**config.mk**
```make
export PLATFORM = sky130hd
export DESIGN_NAME = ripple_div_top
export DESIGN_NICKNAME = d
export VERILOG_FILES = /design/src/rtl/div_pkg.sv /design/src/rtl/div_rst_sync.sv /design/src/rtl/div_pulse_cond.sv /design/src/rtl/div_counter.sv /design/src/rtl/ripple_div_top.sv
export SDC_FILE = /design/constraint.sdc
export NUM_CORES = 1
export LEC_CHECK = 0
export ABC_AREA = 1
export BUFFER_PORTS_ARGS = -buffer_cell sky130_fd_sc_hd__buf_2
export CORE_MARGIN = 3
export CORE_UTILIZATION = 35
export DETAILED_ROUTE_END_ITERATION = 10
export GPL_ROUTABILITY_DRIVEN = 0
export PLACE_DENSITY = 0.51
export SYNTH_ARGS = -nofsm -noshare
export SYNTH_HDL_FRONTEND = slang
export SYNTH_SLANG_ARGS = --single-unit
export TNS_END_PERCENT = 10
```
**constraint.sdc**
```tcl
create_clock -name clk -period 1.9 [get_ports clk]
set_input_delay 0.19 -clock clk [delete_from_list [all_inputs] [get_ports clk]]
set_output_delay 0.19 -clock clk [all_outputs]
set_load 0.02 [all_outputs]
```
**src/rtl/div_pkg.sv**
```systemverilog
package div_pkg;
   // Stage index (0-based) feeding tap position t, skipping the low hidden
   // stages and the single hidden middle stage.
   function automatic int tap_source(input int t, input int low_hidden, input int mid_hidden);
      int s;
      s = t + low_hidden;
      if (s >= mid_hidden - 1) s = s + 1;
      return s;
   endfunction
endpackage

```
**src/rtl/div_rst_sync.sv**
```systemverilog
module div_rst_sync #(
   parameter int DEPTH = 2
) (
   input  logic clk,
   input  logic rst_in,
   output logic rst_int
);
   logic [DEPTH-1:0] chain;

   if (DEPTH < 2) begin : g_bad_depth
      $error("div_rst_sync: DEPTH must be at least 2");
   end

   always_ff @(posedge clk or posedge rst_in) begin
      if (rst_in) chain <= '1;
      else        chain <= {chain[DEPTH-2:0], 1'b0};
   end

   assign rst_int = chain[DEPTH-1];
endmodule

```
**src/rtl/div_pulse_cond.sv**
```systemverilog
module div_pulse_cond #(
   parameter int SYNC_LEN = 2,
   parameter int FILT_LEN = 3
) (
   input  logic clk,
   input  logic rst,
   input  logic pulse_in,
   output logic fall_evt
);
   logic [SYNC_LEN-1:0] sync_q;
   logic [FILT_LEN-1:0] win;
   logic                level;
   logic                all_hi, all_lo;

   if (SYNC_LEN < 2) begin : g_bad_sync
      $error("div_pulse_cond: SYNC_LEN must be at least 2");
   end
   if (FILT_LEN < 2) begin : g_bad_filt
      $error("div_pulse_cond: FILT_LEN must be at least 2");
   end

   always_ff @(posedge clk or posedge rst) begin
      if (rst) sync_q <= '0;
      else     sync_q <= {sync_q[SYNC_LEN-2:0], pulse_in};
   end

   always_ff @(posedge clk or posedge rst) begin
      if (rst) win <= '0;
      else     win <= {win[FILT_LEN-2:0], sync_q[SYNC_LEN-1]};
   end

   assign all_hi = &win;
   assign all_lo = ~|win;

   always_ff @(posedge clk or posedge rst) begin
      if (rst) begin
         level    <= 1'b0;
         fall_evt <= 1'b0;
      end else begin
         if (all_hi)      level <= 1'b1;
         else if (all_lo) level <= 1'b0;
         fall_evt <= level & all_lo;
      end
   end

   // A count event only follows a window of settled low samples
   AST_EVT_AFTER_LOW_WINDOW: assert property (@(posedge clk) disable iff (rst)
      fall_evt |-> $past(all_lo)) else $error("event without settled low");
   // The filtered level never rises on an event
   AST_EVT_LEVEL_LOW: assert property (@(posedge clk) disable iff (rst)
      fall_evt |-> !level) else $error("event with level high");
endmodule

```
**src/rtl/div_counter.sv**
```systemverilog
module div_counter #(
   parameter int STAGES = 14
) (
   input  logic              clk,
   input  logic              rst,
   input  logic              step,
   output logic [STAGES-1:0] cnt,
   output logic              wrap_pulse
);
   if (STAGES < 2) begin : g_bad_stages
      $error("div_counter: STAGES must be at least 2");
   end

   always_ff @(posedge clk or posedge rst) begin
      if (rst) begin
         cnt        <= '0;
         wrap_pulse <= 1'b0;
      end else begin
         wrap_pulse <= step & (&cnt);
         if (step) cnt <= cnt + 1'b1;
      end
   end

   AST_STEP_BY_ONE: assert property (@(posedge clk) disable iff (rst)
      step |=> cnt == $past(cnt) + 1'b1) else $error("bad increment");
   AST_HOLD_NO_STEP: assert property (@(posedge clk) disable iff (rst)
      !step |=> $stable(cnt)) else $error("count moved without event");
   AST_WRAP_AT_ZERO: assert property (@(posedge clk) disable iff (rst)
      wrap_pulse |-> cnt == '0) else $error("wrap pulse off zero");
   AST_WRAP_SINGLE: assert property (@(posedge clk) disable iff (rst)
      wrap_pulse |=> !wrap_pulse) else $error("wrap pulse too long");
endmodule

```
**src/rtl/ripple_div_top.sv**
```systemverilog
module ripple_div_top #(
   parameter int STAGES   = 14,
   parameter int FILT_LEN = 3,
   parameter int SYNC_LEN = 2,
   parameter int RST_SYNC = 2,
   localparam int LOW_HIDDEN = 3,
   localparam int MID_HIDDEN = 11,
   localparam int NTAP       = STAGES - LOW_HIDDEN - 1
) (
   input  logic            clk,
   input  logic            rst_in,
   input  logic            pulse_in,
   output logic [NTAP-1:0] tap_q,
   output logic            osc_en,
   output logic            wrap_pulse
);
   import div_pkg::*;

   logic              rst_int;
   logic              fall_evt;
   logic [STAGES-1:0] cnt;

   if (STAGES < MID_HIDDEN + 1) begin : g_bad_top
      $error("ripple_div_top: STAGES must reach past the hidden middle stage");
   end

   div_rst_sync #(.DEPTH(RST_SYNC)) u_rst (
      .clk    (clk),
      .rst_in (rst_in),
      .rst_int(rst_int)
   );

   div_pulse_cond #(.SYNC_LEN(SYNC_LEN), .FILT_LEN(FILT_LEN)) u_cond (
      .clk     (clk),
      .rst     (rst_int),
      .pulse_in(pulse_in),
      .fall_evt(fall_evt)
   );

   div_counter #(.STAGES(STAGES)) u_cnt (
      .clk       (clk),
      .rst       (rst_int),
      .step      (fall_evt),
      .cnt       (cnt),
      .wrap_pulse(wrap_pulse)
   );

   for (genvar t = 0; t < NTAP; t++) begin : g_tap
      assign tap_q[t] = cnt[tap_source(t, LOW_HIDDEN, MID_HIDDEN)];
   end

   assign osc_en = ~rst_int;

   AST_RST_CLEARS: assert property (@(posedge clk)
      rst_in |-> cnt == '0) else $error("count nonzero in reset");
   AST_OSC_OFF: assert property (@(posedge clk)
      rst_in |-> !osc_en) else $error("oscillator enabled in reset");
endmodule

```
==> summary.md, run 1 <==
The worst path in the final design needs a cycle of 1.27 ns, including I/O delays and setup. In this run, distinct cell masters in the synthesized netlist total 21. The tightest hold path in the finished design has a slack of 0.367 ns. The clock-pin slew of the registers on the worst-case setup and hold paths works out to 0.13 ns. Setup repair after global routing left no endpoint under its margin. Along the worst path, the maximum fanout reaches 2. Summed over all layers, the global routing overflow is 0. The worst setup slack after layout was 0.629 ns; the area overhead of the layout relative to synthesis was 10.9%.

The die boundary width is 62.2 um, and the overall routed net length is 1790 um. The run gives 3860 um2 as the die area. The run gives 0 as the number of nets with antenna violations after routing. Setup violations remaining at the end of the flow were counted as 0. The finished layout holds 170 standard cells, fillers aside. The pre-antenna-repair detailed-routing pass consisted of 4 iterations. The number of placed instances with taps included is 164.

The number of gates on the worst path with buffers counted came out at 2. The number of antenna diodes in the final layout is 0. The kind of cell with the highest combined delay along the critical path is flip-flops. Yosys attributes the largest share of cell area to dfrtp_1 50%, nand2_1 9.2%, buf_4 7.5%. The via count of the first global-routing pass was 761.

Data on the critical path arrives at its endpoint at 1.08 ns. Summing all multi-input logic gate instances after layout gives 350 um2. For this run, the top clock speed supported by timing is 0.787 GHz.

In this run the core area contains 19 standard-cell rows. The max-slew violation count was 0; the logic depth of the worst register-to-register path was 6. In this run the deepest clock path goes through 2 buffers. In this design, the stage delay of the slowest critical-path cell is 0.54 ns. For this configuration, the core starts out at a cell density of 38.4%. After layout, the design draws a total of 1.04 mW. Entering global routing, the biggest net connects 23 pins.

The tree is rooted in a clkbuf_4. The number of gates resized after CTS was 0. The worst-case IR drop observed on VDD is 0.345 mV. Using the TritonRoute via totals, the vias-per-cell ratio works out to 4.24. Measured against the total synthesized area, the mux share comes to 0%. The fraction of the yosys area taken by sequential cells is 54.6%, and the area of all sequential standard cells is 603 um2. The hold-critical path depth works out to 0. The kind of capture point of the worst setup path is a primary output.

The routed layout has 721 vias. The cell type with the highest aggregate area in the netlist is dfrtp_1. The share of cells above drive strength 1 is 21.1%, and the final worst-path cycle share is 66.9%.

Timing analysis after detailed placement gives a worst setup slack of 0.738 ns. The tree built by TritonCTS fans out to 24 sinks. The number of max-cap violations is 0, and the fraction of the mapped netlist area in compound gates is 0.907%. The tools report the kind of launch point of the worst setup path as a register. Traced cell by cell, the critical path runs through inv_1, buf_2.

Final hold violation count: 0. The setup TNS is 0 ns, and the number of register bits inferred by synthesis is 24. The routed wire length per instance was 10.5 um; the HPWL after detailed placement was 1330 um. Most frequent standard cell in the layout excluding fill and tap cells: nand2_1. The average size of a mapped cell was 9.35 um2.

The I/O pin total was 15; the final-stage net count was 133. Across the routed clock network, the largest skew measured is 0.00121 ns. The cell type of the slowest stage on the worst timing path was dfstp_2. The first global-routing pass estimated 3340 um of wire. The core region is 2880 um2.

For this run, design rule violations remaining after detail routing come to 0. By startpoint and endpoint, the worst setup path is classified as register to primary output. The run gives 118 as the cell count after synthesis. The largest family of logic cells by synthesized area is simple AND/OR/NAND/NOR gates.

The overall track demand over capacity in global routing is 10.6%. The class of the worst hold path was register to register. During synthesis, Yosys emitted a total of 0 warnings. The synthesized netlist devotes 6.35% of its cell area to XOR and XNOR gates. Of the total synthesized cell area, the portion taken by AND, OR, NAND and NOR gates is 23.0%. For the cell area after technology mapping, the log shows 1100 um2. The critical path required time was 1.71 ns. Count of input and output buffers: 14. The flow ran to the end, and the final reports show no timing, DRC or antenna violations.

Net count after synthesis: 122. The floorplan step set the die height to 62.2 um. For this design the ratio of total power to cell area is 846 nW/um2. Clock tree synthesis inserted a total of 3 buffers. In this run the static leakage power is 0.650 nW. In the layout the commonest cells are 27 x nand2_1, 22 x dfrtp_1, 18 x inv_1. After filler insertion, the fill cell instance count of the layout stands at 304. The initial antenna violation count is 0, and the clock latency of the later-clocked register in the worst-skew pair is 0.31 ns. The adder-cell area share of the yosys netlist works out to 1.13%. TritonCTS built the clock tree. Of the post-synthesis cell area, the dominant cell type holds 49.9%.

The total number of H-tree levels was 1; the total buffers and inverters traversed by the critical path was 2. The detailed router finished its first iteration with 14 violations.
## worst reg2reg max path: stages, from the launching register on
cell and delay (ns):
dfrtp_1 0.41, ha_1 0.19, nand2_1 0.09, nor2_4 0.16, nand3_1 0.11, nand2_1 0.08, nand2_1 0.05
## cells by family (layout without fill, tap and decap cells)
kind of cell | after synthesis | in the layout
xor+xnor | 8 | 8
other cells | 1 | 1
flops | 24 | 24
simple gates | 53 | 53
compound gates | 2 | 2
fa+ha+maj | 1 | 1
buf+inv | 29 | 39
## worst paths after layout
| kind | end | startpoint | slack, ns |
|---|---|---|---|
| setup / recovery | osc_en | u_rst.chain[1] | 0.63 |
| hold / removal | u_rst.chain[1] | u_rst.chain[0] | 0.37 |
| setup reg to reg | u_cnt.cnt[10] | u_cnt.cnt[0] | 0.72 |
| hold reg to reg | u_rst.chain[1] | u_rst.chain[0] | 0.37 |
| max in group asynchronous | u_cond.level | u_rst.chain[1] | 1.31 |
| min in group asynchronous | u_cnt.cnt[8] | u_rst.chain[1] | 0.38 |
## routing by layer
layer  part of all wire [%]  vias up  track usage [%]
met1                     44      335             11.9
met2                     49       14             19.0
met3                    5.7        2             4.14
met4                   0.73        0             2.49
li1                       -      370                -
met5                      0        -                0
## synth_stat cells (all sizes together)
cell type / number
nand2: 28
dfrtp: 22
inv: 18
buf: 11
nor2: 10
nand3: 7
xor2: 6
nand4: 4
dfstp: 2
nor3: 2
o21ai: 2
xnor2: 2
and3: 1
conb: 1
ha: 1
nand3b: 1
## where the power goes
group / switching [mW] / internal, mW
logic: 0.0471 / 0.0341
registers: 0.0385 / 0.553
clock network: 0.149 / 0.213
total: 0.234 / 0.801
## through the flow
stage                     instance area [um2]  util [%]
after floorplan                          1100         -
after CTS                                1220      42.5
final                                    1220      42.5
after detailed placement                 1150      40.0
after global routing                     1220      42.5
after global placement                   1150      40.0
## registers in the layout, summed over array words and instances (netlist names)
signal	flops
u_cond.fall_evt	1
u_rst.chain	2
u_cnt.cnt	14
u_cond.win	3
u_cond.level	1
u_cond.sync_q	2
u_cnt.wrap_pulse	1
## cell type report
type                    instances  share of cell area (%)
clock buffers                   3                    1.84
clock inverters                 1                    2.45
inverters                      18                    5.52
multi-input cells              65                    28.6
flip-flops and latches         24                    49.3
well taps                      42                    4.29
repair buffers                 17                    7.98
## timing repair
item                                    4_1_cts  5_1_grt
buffers inserted                              0        0
hold buffers                                  2        0
endpoints found under the hold margin         3        0
endpoints found under the setup margin        0        0
Power figures use the tool's default switching activity.
==> inputs of run 2 (changes only) <==
--- a/config.mk
+++ b/config.mk
@@ -11,7 +11,7 @@
 export CORE_UTILIZATION = 35
 export DETAILED_ROUTE_END_ITERATION = 10
 export GPL_ROUTABILITY_DRIVEN = 0
-export PLACE_DENSITY = 0.51
+export PLACE_DENSITY = 0.53
 export SYNTH_ARGS = -nofsm -noshare
 export SYNTH_HDL_FRONTEND = slang
 export SYNTH_SLANG_ARGS = --single-unit
==> constraint.sdc (replaced) <==
create_clock -name clk -period 1.1 [get_ports clk]
set_input_delay 0.11 -clock clk [delete_from_list [all_inputs] [get_ports clk]]
set_output_delay 0.11 -clock clk [all_outputs]
set_load 0.02 [all_outputs]
==> summary.md, run 2 (synthesis results as in run 1) <==
The run finished, with violations left. The final reports fail on negative setup slack. The class of the worst hold path was register to async pin. The die area is 3860 um2 (unchanged), and the number of remaining DRC errors is 0 (unchanged). The logs give 38.4% (unchanged) for the effective utilization at floorplan and 0 (unchanged) for the number of max-cap violations.

The tools report the total number of clock tree sinks as 24 (unchanged). Total power density per cell area: 1420 nW/um2 (+68%). Overall track demand over capacity in global routing: 10.0% (-0.58 points).

The origin of the critical flop-to-flop path is u_cnt.cnt[0]. The number of diodes added for antenna fixing is 0 (unchanged). The top cell types in the final layout, fill and taps aside, are 24 x nand2_1, 20 x dfrtp_1, 17 x inv_1.

The tools report the pre-CTS worst setup slack as -0.0449 ns (-0.783 ns). The peak fanout along the critical path is 4 (+2). The initial antenna violation count is 0 (unchanged). Data arrival time of the critical path: 1.41 ns (+0.33 ns). By startpoint and endpoint, the worst setup path is classified as register to register.

Floorplan die height: 62.2 um (unchanged). The tools report the area inside the core boundary as 2880 um2 (unchanged). For the maximum number of buffers from clock root to sink, the log shows 2 (unchanged).

The number of buffers created by CTS is 3 (unchanged). The row count was 19 (unchanged). The leakage dissipation was 0.703 nW (+8.0%); the total non-filler cell area in the finished layout was 1350 um2 (+11%). TritonCTS built the clock tree. The post-layout minimum cycle time is 1.19 ns. For the largest vdd supply drop, the log shows 1.15 mV (+230%).

The via count of the first global-routing pass came out at 700 (-8.0%). The tools report the critical path required time as 1.32 ns (-0.39 ns). Relative to the synthesized area, the layout overhead comes to 22.6%. Setup repair after global routing could not meet its margin everywhere. The logs give -0.0927 ns (-0.721 ns) for the worst setup slack after layout and 0 (unchanged) for the final hold violation count. The share of cells above drive strength 1 came out at 31.1% (+10 points). The count of input and output buffers is 14 (unchanged).

The global-route wire length before repair was 3120 um (-6.6%); the register-to-register setup slack was -0.09 ns (-0.81 ns). The die boundary width came out at 62.2 um (unchanged). The tools report the clock latency of the later-clocked register in the worst-skew pair as 0.31 ns (about the same). The clock-pin slew of the registers on the worst-case setup and hold paths works out to 0.13 ns (about the same). The via-per-instance ratio works out to 4.33 (+2.2%). The final-stage net count was 140 (+5.3%). The most frequent standard cell in the layout excluding fill and tap cells is nand2_1. The worst setup path is captured at a register. The flip-flop count of the largest register after layout works out to 14 (unchanged). Library cell used as clock root buffer: clkbuf_4. The routed wire length per instance works out to 10.7 um (+1.6%).

The placed standard-cell area is 1170 um2 (+1.5%). Dividing the final minimum period by the clock period gives 108%. The tools report the pin count of the biggest net entering global routing as 23 (unchanged). The run gives 767 (+6.4%) as the number of vias after detailed routing.

The overall overflow remaining after global route is 0 (unchanged). STA classifies the critical path startpoint as a register. The tools report the max-slew violation count as 0 (unchanged).

Derived from the worst setup path, the maximum achievable clock frequency is 0.838 GHz. The tools report the worst setup skew after layout as 0.00172 ns (+0.000504 ns). The logs give 4 (unchanged) for the number of iterations in the first detailed-routing pass and 15 (unchanged) for the I/O pin total.

The HPWL after detailed placement was 1360 um (+1.8%); the logic depth of the worst register-to-register path was 6 (unchanged). The run gives 1890 um (+5.8%) as the overall routed net length. The filler cell count in the final layout was 268 (-12%). In the final layout, the registers with the most flip-flops are u_cnt.cnt (14), u_cond.win (3). For the total of endpoints with negative setup slack in the final report, the log shows 13 (+13). The total number of H-tree levels was 1 (unchanged). The number of DRC markers in iteration 0 came out at 64 (+50). u_cnt.cnt holds more flip-flops than any other register. The run gives 0 (unchanged) as the number of nets with antenna violations after routing.

The endpoint identified for the worst register-to-register timing path is u_cnt.cnt[11].
run 2: cell count changes in the layout (fill, tap and decap cells not counted), sizes merged:
cell / before / now
buf: 15 / 22
run 2: area by class of cell:
cell class                      instances  area [um2]  share of cell area [%]
Clock inverter                          1        30.0                    2.22
Clock buffer                            3        22.5                    1.67
Sequential cell                        24         606                    44.8
Timing Repair Buffer                   24         193                    14.2
Tap cell                               42        52.6                    3.89
Multi-Input combinational cell         65         382                    28.2
Inverter                               18        67.6                    5.00
run 2: power breakdown:
| part | internal [mW] | total [mW] | switching (mW) | leakage (nW) |
|---|---|---|---|---|
| clock network | 0.368 | 0.628 | 0.260 | 0.0279 |
| registers | 0.956 | 1.04 | 0.0809 | 0.307 |
| logic | 0.144 | 0.258 | 0.113 | 0.368 |
run 2: through the flow:
step	cells	hold slack [ns]	util, %	TNS [ns]	total power, mW
after CTS	173	0.332	44.4	-0.255	1.89
after floorplan	118	0.0215	-	0	1.14
after global routing	177	0.342	47.0	-1.62	2.04
after global placement	166	0.140	40.6	-0.0224	1.20
after detailed placement	166	0.148	40.6	-0.106	1.21
final	177	0.332	47.0	-0.399	1.92
run 2: worst max path at each step:
stage,start,end,slack [ns],cells after the start
2_1_floorplan,u_cnt.cnt[0],u_cnt.cnt[6],0.01,6
3_3_place_gp,u_cnt.cnt[0],u_cnt.cnt[6],-0.02,6
3_5_place_dp,u_cnt.cnt[0],u_cnt.cnt[6],-0.04,6
4_1_cts,u_rst.chain[1],osc_en,-0.07,2
5_1_grt,u_cnt.cnt[1],u_cnt.cnt[10],-0.17,6
6_report,u_cnt.cnt[0],u_cnt.cnt[11],-0.09,6
run 2: worst max-delay path: stages, from the launching register on:
cell and delay [ns]:
dfrtp_1 0.43, buf_4 0.13, nand3_2 0.10, nor2_4 0.15
nand2_2 0.10, o21ai_1 0.13, nand2_1 0.06
run 2: repair_timing:
| action | in CTS | in global routing |
|---|---|---|
| pin swaps | 0 | 2 |
| endpoints found under the setup margin | 7 | 20 |
| resized for setup | 10 | 14 |
| endpoints found under the hold margin | 3 | 0 |
| hold buffers | 2 | 0 |
| buffers inserted | 1 | 4 |
run 2: layer usage:
layer  up-vias  share of wire (%)  track usage [%]
met5         -                  0                0
met4         0               0.69             2.49
met3         2                6.4             3.78
met2        19                 44             15.9
met1       360                 49             13.0
li1        386                  -                -
==> inputs of run 3 (changes only) <==
--- a/config.mk
+++ b/config.mk
@@ -12,6 +12,7 @@
 export DETAILED_ROUTE_END_ITERATION = 10
 export GPL_ROUTABILITY_DRIVEN = 0
 export PLACE_DENSITY = 0.53
+export SETUP_SLACK_MARGIN = 0.05
 export SYNTH_ARGS = -nofsm -noshare
 export SYNTH_HDL_FRONTEND = slang
 export SYNTH_SLANG_ARGS = --single-unit
==> summary.md, run 3 (synthesis results as in run 1) <==
The overall track demand over capacity in global routing was 10.2% (+0.12 points). The logs give 0.31 ns (about the same) for the clock latency of the later-clocked register in the worst-skew pair and 24 (unchanged) for the total number of clock tree sinks. The total power density per cell area is 1450 nW/um2 (+2.2%). The tools report the total of endpoints with negative setup slack in the final report as 8 (-5). For the number of diodes added for antenna fixing, the log shows 0 (unchanged). The upper clock frequency limit came out at 0.864 GHz (+3.1%). The tools report the via count of the first global-routing pass as 686 (-2.0%). In the final layout, the registers with the most flip-flops are u_cnt.cnt (14), u_cond.win (3). The register with the most flip-flops in the final layout is u_cnt.cnt.

For the number of nets with antenna violations after routing, the log shows 0 (unchanged). The worst setup skew after layout is 0.00498 ns (+0.00326 ns), and the pre-CTS worst setup slack is -0.0852 ns (-0.0403 ns). The initial antenna violation count was 0 (unchanged); the number of placed instances with taps included was 166 (unchanged). Kind of launch point of the worst setup path: a register.

The leakage dissipation came out at 0.721 nW (+2.7%). The kind of capture point of the worst setup path was a register. The via-per-instance ratio was 4.17 (-3.7%); the pin count of the biggest net entering global routing was 23 (unchanged). The clock-pin slew of the registers on the worst-case setup and hold paths is 0.14 ns (about the same). The tools report the final hold violation count as 0 (unchanged).

Overall routed net length: 1920 um (+1.6%). The I/O pin total was 15 (unchanged). TritonCTS built the clock tree. The routed wire length per instance is 11.0 um (+2.7%), and the final-stage net count is 138 (-1.4%). The number of DRC markers in iteration 0 came out at 19 (-70%).

The row count was 19 (unchanged); the die boundary width was 62.2 um (unchanged). The library cell used most frequently in the layout, excluding fill and tap cells, is nand2_1. The hold slack is 0.330 ns (-0.00226 ns). The tree is rooted in a clkbuf_4. The flip-flop count of the largest register after layout was 14 (unchanged). The checks that failed: negative setup slack. Data arrival time of the critical path: 1.38 ns (-0.03 ns). Grouping stages by cell kind, the critical path spends the most delay in flip-flops.

The post-layout minimum cycle time was 1.16 ns (-0.0359 ns); the HPWL after detailed placement was 1380 um (+1.5%). The final worst-path cycle share was 105% (-3.3 points). The flow ran to the end, but the final reports show violations. The critical path goes through buf_6, nand3_4, nor2_4, nand2_4, o21ai_2, nand2_1. The run gives 1.11 mV (-3.1%) as the largest vdd supply drop.

The count of input and output buffers is 14 (unchanged). Setup repair after global routing could not meet its margin everywhere. The total buffers and inverters traversed by the critical path is 1 (unchanged), and the share of cells above drive strength 1 is 31.6% (+0.47 points). The max-slew violation count came out at 0 (unchanged). The tools report the overall overflow remaining after global route as 0 (unchanged).

Class of the worst hold path: register to async pin. The logs give 3150 um (+1.1%) for the global-route wire length before repair and 0 (unchanged) for the number of remaining DRC errors. The peak per-stage delay on the critical path is 0.43 ns (about the same). Number of buffers created by CTS: 3 (unchanged). The logs give 0 (unchanged) for the number of max-cap violations and 38.4% (unchanged) for the effective utilization at floorplan. The peak fanout along the critical path was 4 (unchanged). Leaving out fill and tap cells, the most frequent cells in the layout are 25 x nand2_1, 19 x dfrtp_1, 17 x inv_1. By startpoint and endpoint, the worst setup path is classified as register to register.

Floorplan die height: 62.2 um (unchanged). Number of iterations in the first detailed-routing pass: 4 (unchanged). For the critical path required time, the log shows 1.32 ns (about the same).

The die area was 3860 um2 (unchanged). The number of vias after detailed routing was 730 (-4.8%). The run gives 2880 um2 (unchanged) as the area inside the core boundary. The total non-filler cell area in the finished layout came out at 1370 um2 (+1.6%). The cell type of the slowest stage on the worst timing path is dfrtp_1.

For the maximum number of buffers from clock root to sink, the log shows 2 (unchanged). The tools report the final non-filler cell total as 175 (-1.1%). Compared with the post-synthesis result, the final layout area differs by 24.5%. The worst setup slack after layout was -0.0568 ns (+0.0359 ns).

The placed standard-cell area is 1170 um2 (+0.21%), and the total number of H-tree levels is 1 (unchanged).
run 3: changes by cell type in the layout (fill, tap and decap cells not counted), sizes merged:
cell and change:
buf -2
run 3: repair_timing:
item / CTS / global route
hold buffers: 2 / 0
endpoints found under the setup margin: 19 / 22
gates resized for setup: 21 / 11
buffers inserted: 2 / 1
hold endpoints to repair: 3 / 0
pin swaps: 0 / 2
run 3: cell type report:
type,instances,area [um2]
Clock buffer,3,22.5
Tap cell,42,52.6
Inverter,18,67.6
Timing Repair Buffer,22,191
Multi-Input combinational cell,65,403
Sequential cell,24,607
Fill cell,276,1500
Clock inverter,1,30.0
run 3: per-layer routing:
layer / vias up / global-route usage (%) / part of all wire (%)
li1: 380 / - / -
met1: 333 / 13.2 / 49
met2: 15 / 15.5 / 45
met3: 2 / 4.14 / 5.1
met4: 0 / 3.31 / 0.83
met5: - / 0 / 0
run 3: per-stage QoR:
stage	util, %	setup TNS, ns	power [mW]
CTS	45.8	-0.134	1.94
global placement	40.7	-0.142	1.21
detailed placement	40.7	-0.271	1.22
finish	47.8	-0.205	1.99
global route	47.8	-1.14	2.08
floorplan	-	0	1.14
run 3: path summary, 6_finish.rpt:
| kind | from | endpoint | slack [ns] | cells after the start |
|---|---|---|---|---|
| min in group clk | u_rst.chain[0] | u_rst.chain[1] | 0.37 | 0 |
| worst min register to register | u_rst.chain[1] | u_cnt.cnt[2] | 0.33 | 2 |
| worst min-delay path | u_rst.chain[1] | u_cnt.cnt[2] | 0.33 | 2 |
| worst max-delay path | u_cnt.cnt[1] | u_cnt.cnt[11] | -0.06 | 6 |
| max in group asynchronous | u_rst.chain[1] | u_cnt.cnt[7] | 0.53 | 2 |
| worst max register to register | u_cnt.cnt[1] | u_cnt.cnt[11] | -0.06 | 6 |
run 3: worst reg2reg max path, cell delays in order, from the launching register on:
cell     delay, ns
dfrtp_1       0.43
buf_6         0.13
nand3_4       0.08
nor2_4        0.17
nand2_4       0.08
o21ai_2       0.12
nand2_1       0.06
run 3: power by group:
part / internal (mW) / switching, mW
registers: 0.956 / 0.0787
clock network: 0.368 / 0.269
logic: 0.181 / 0.141
total: 1.51 / 0.489
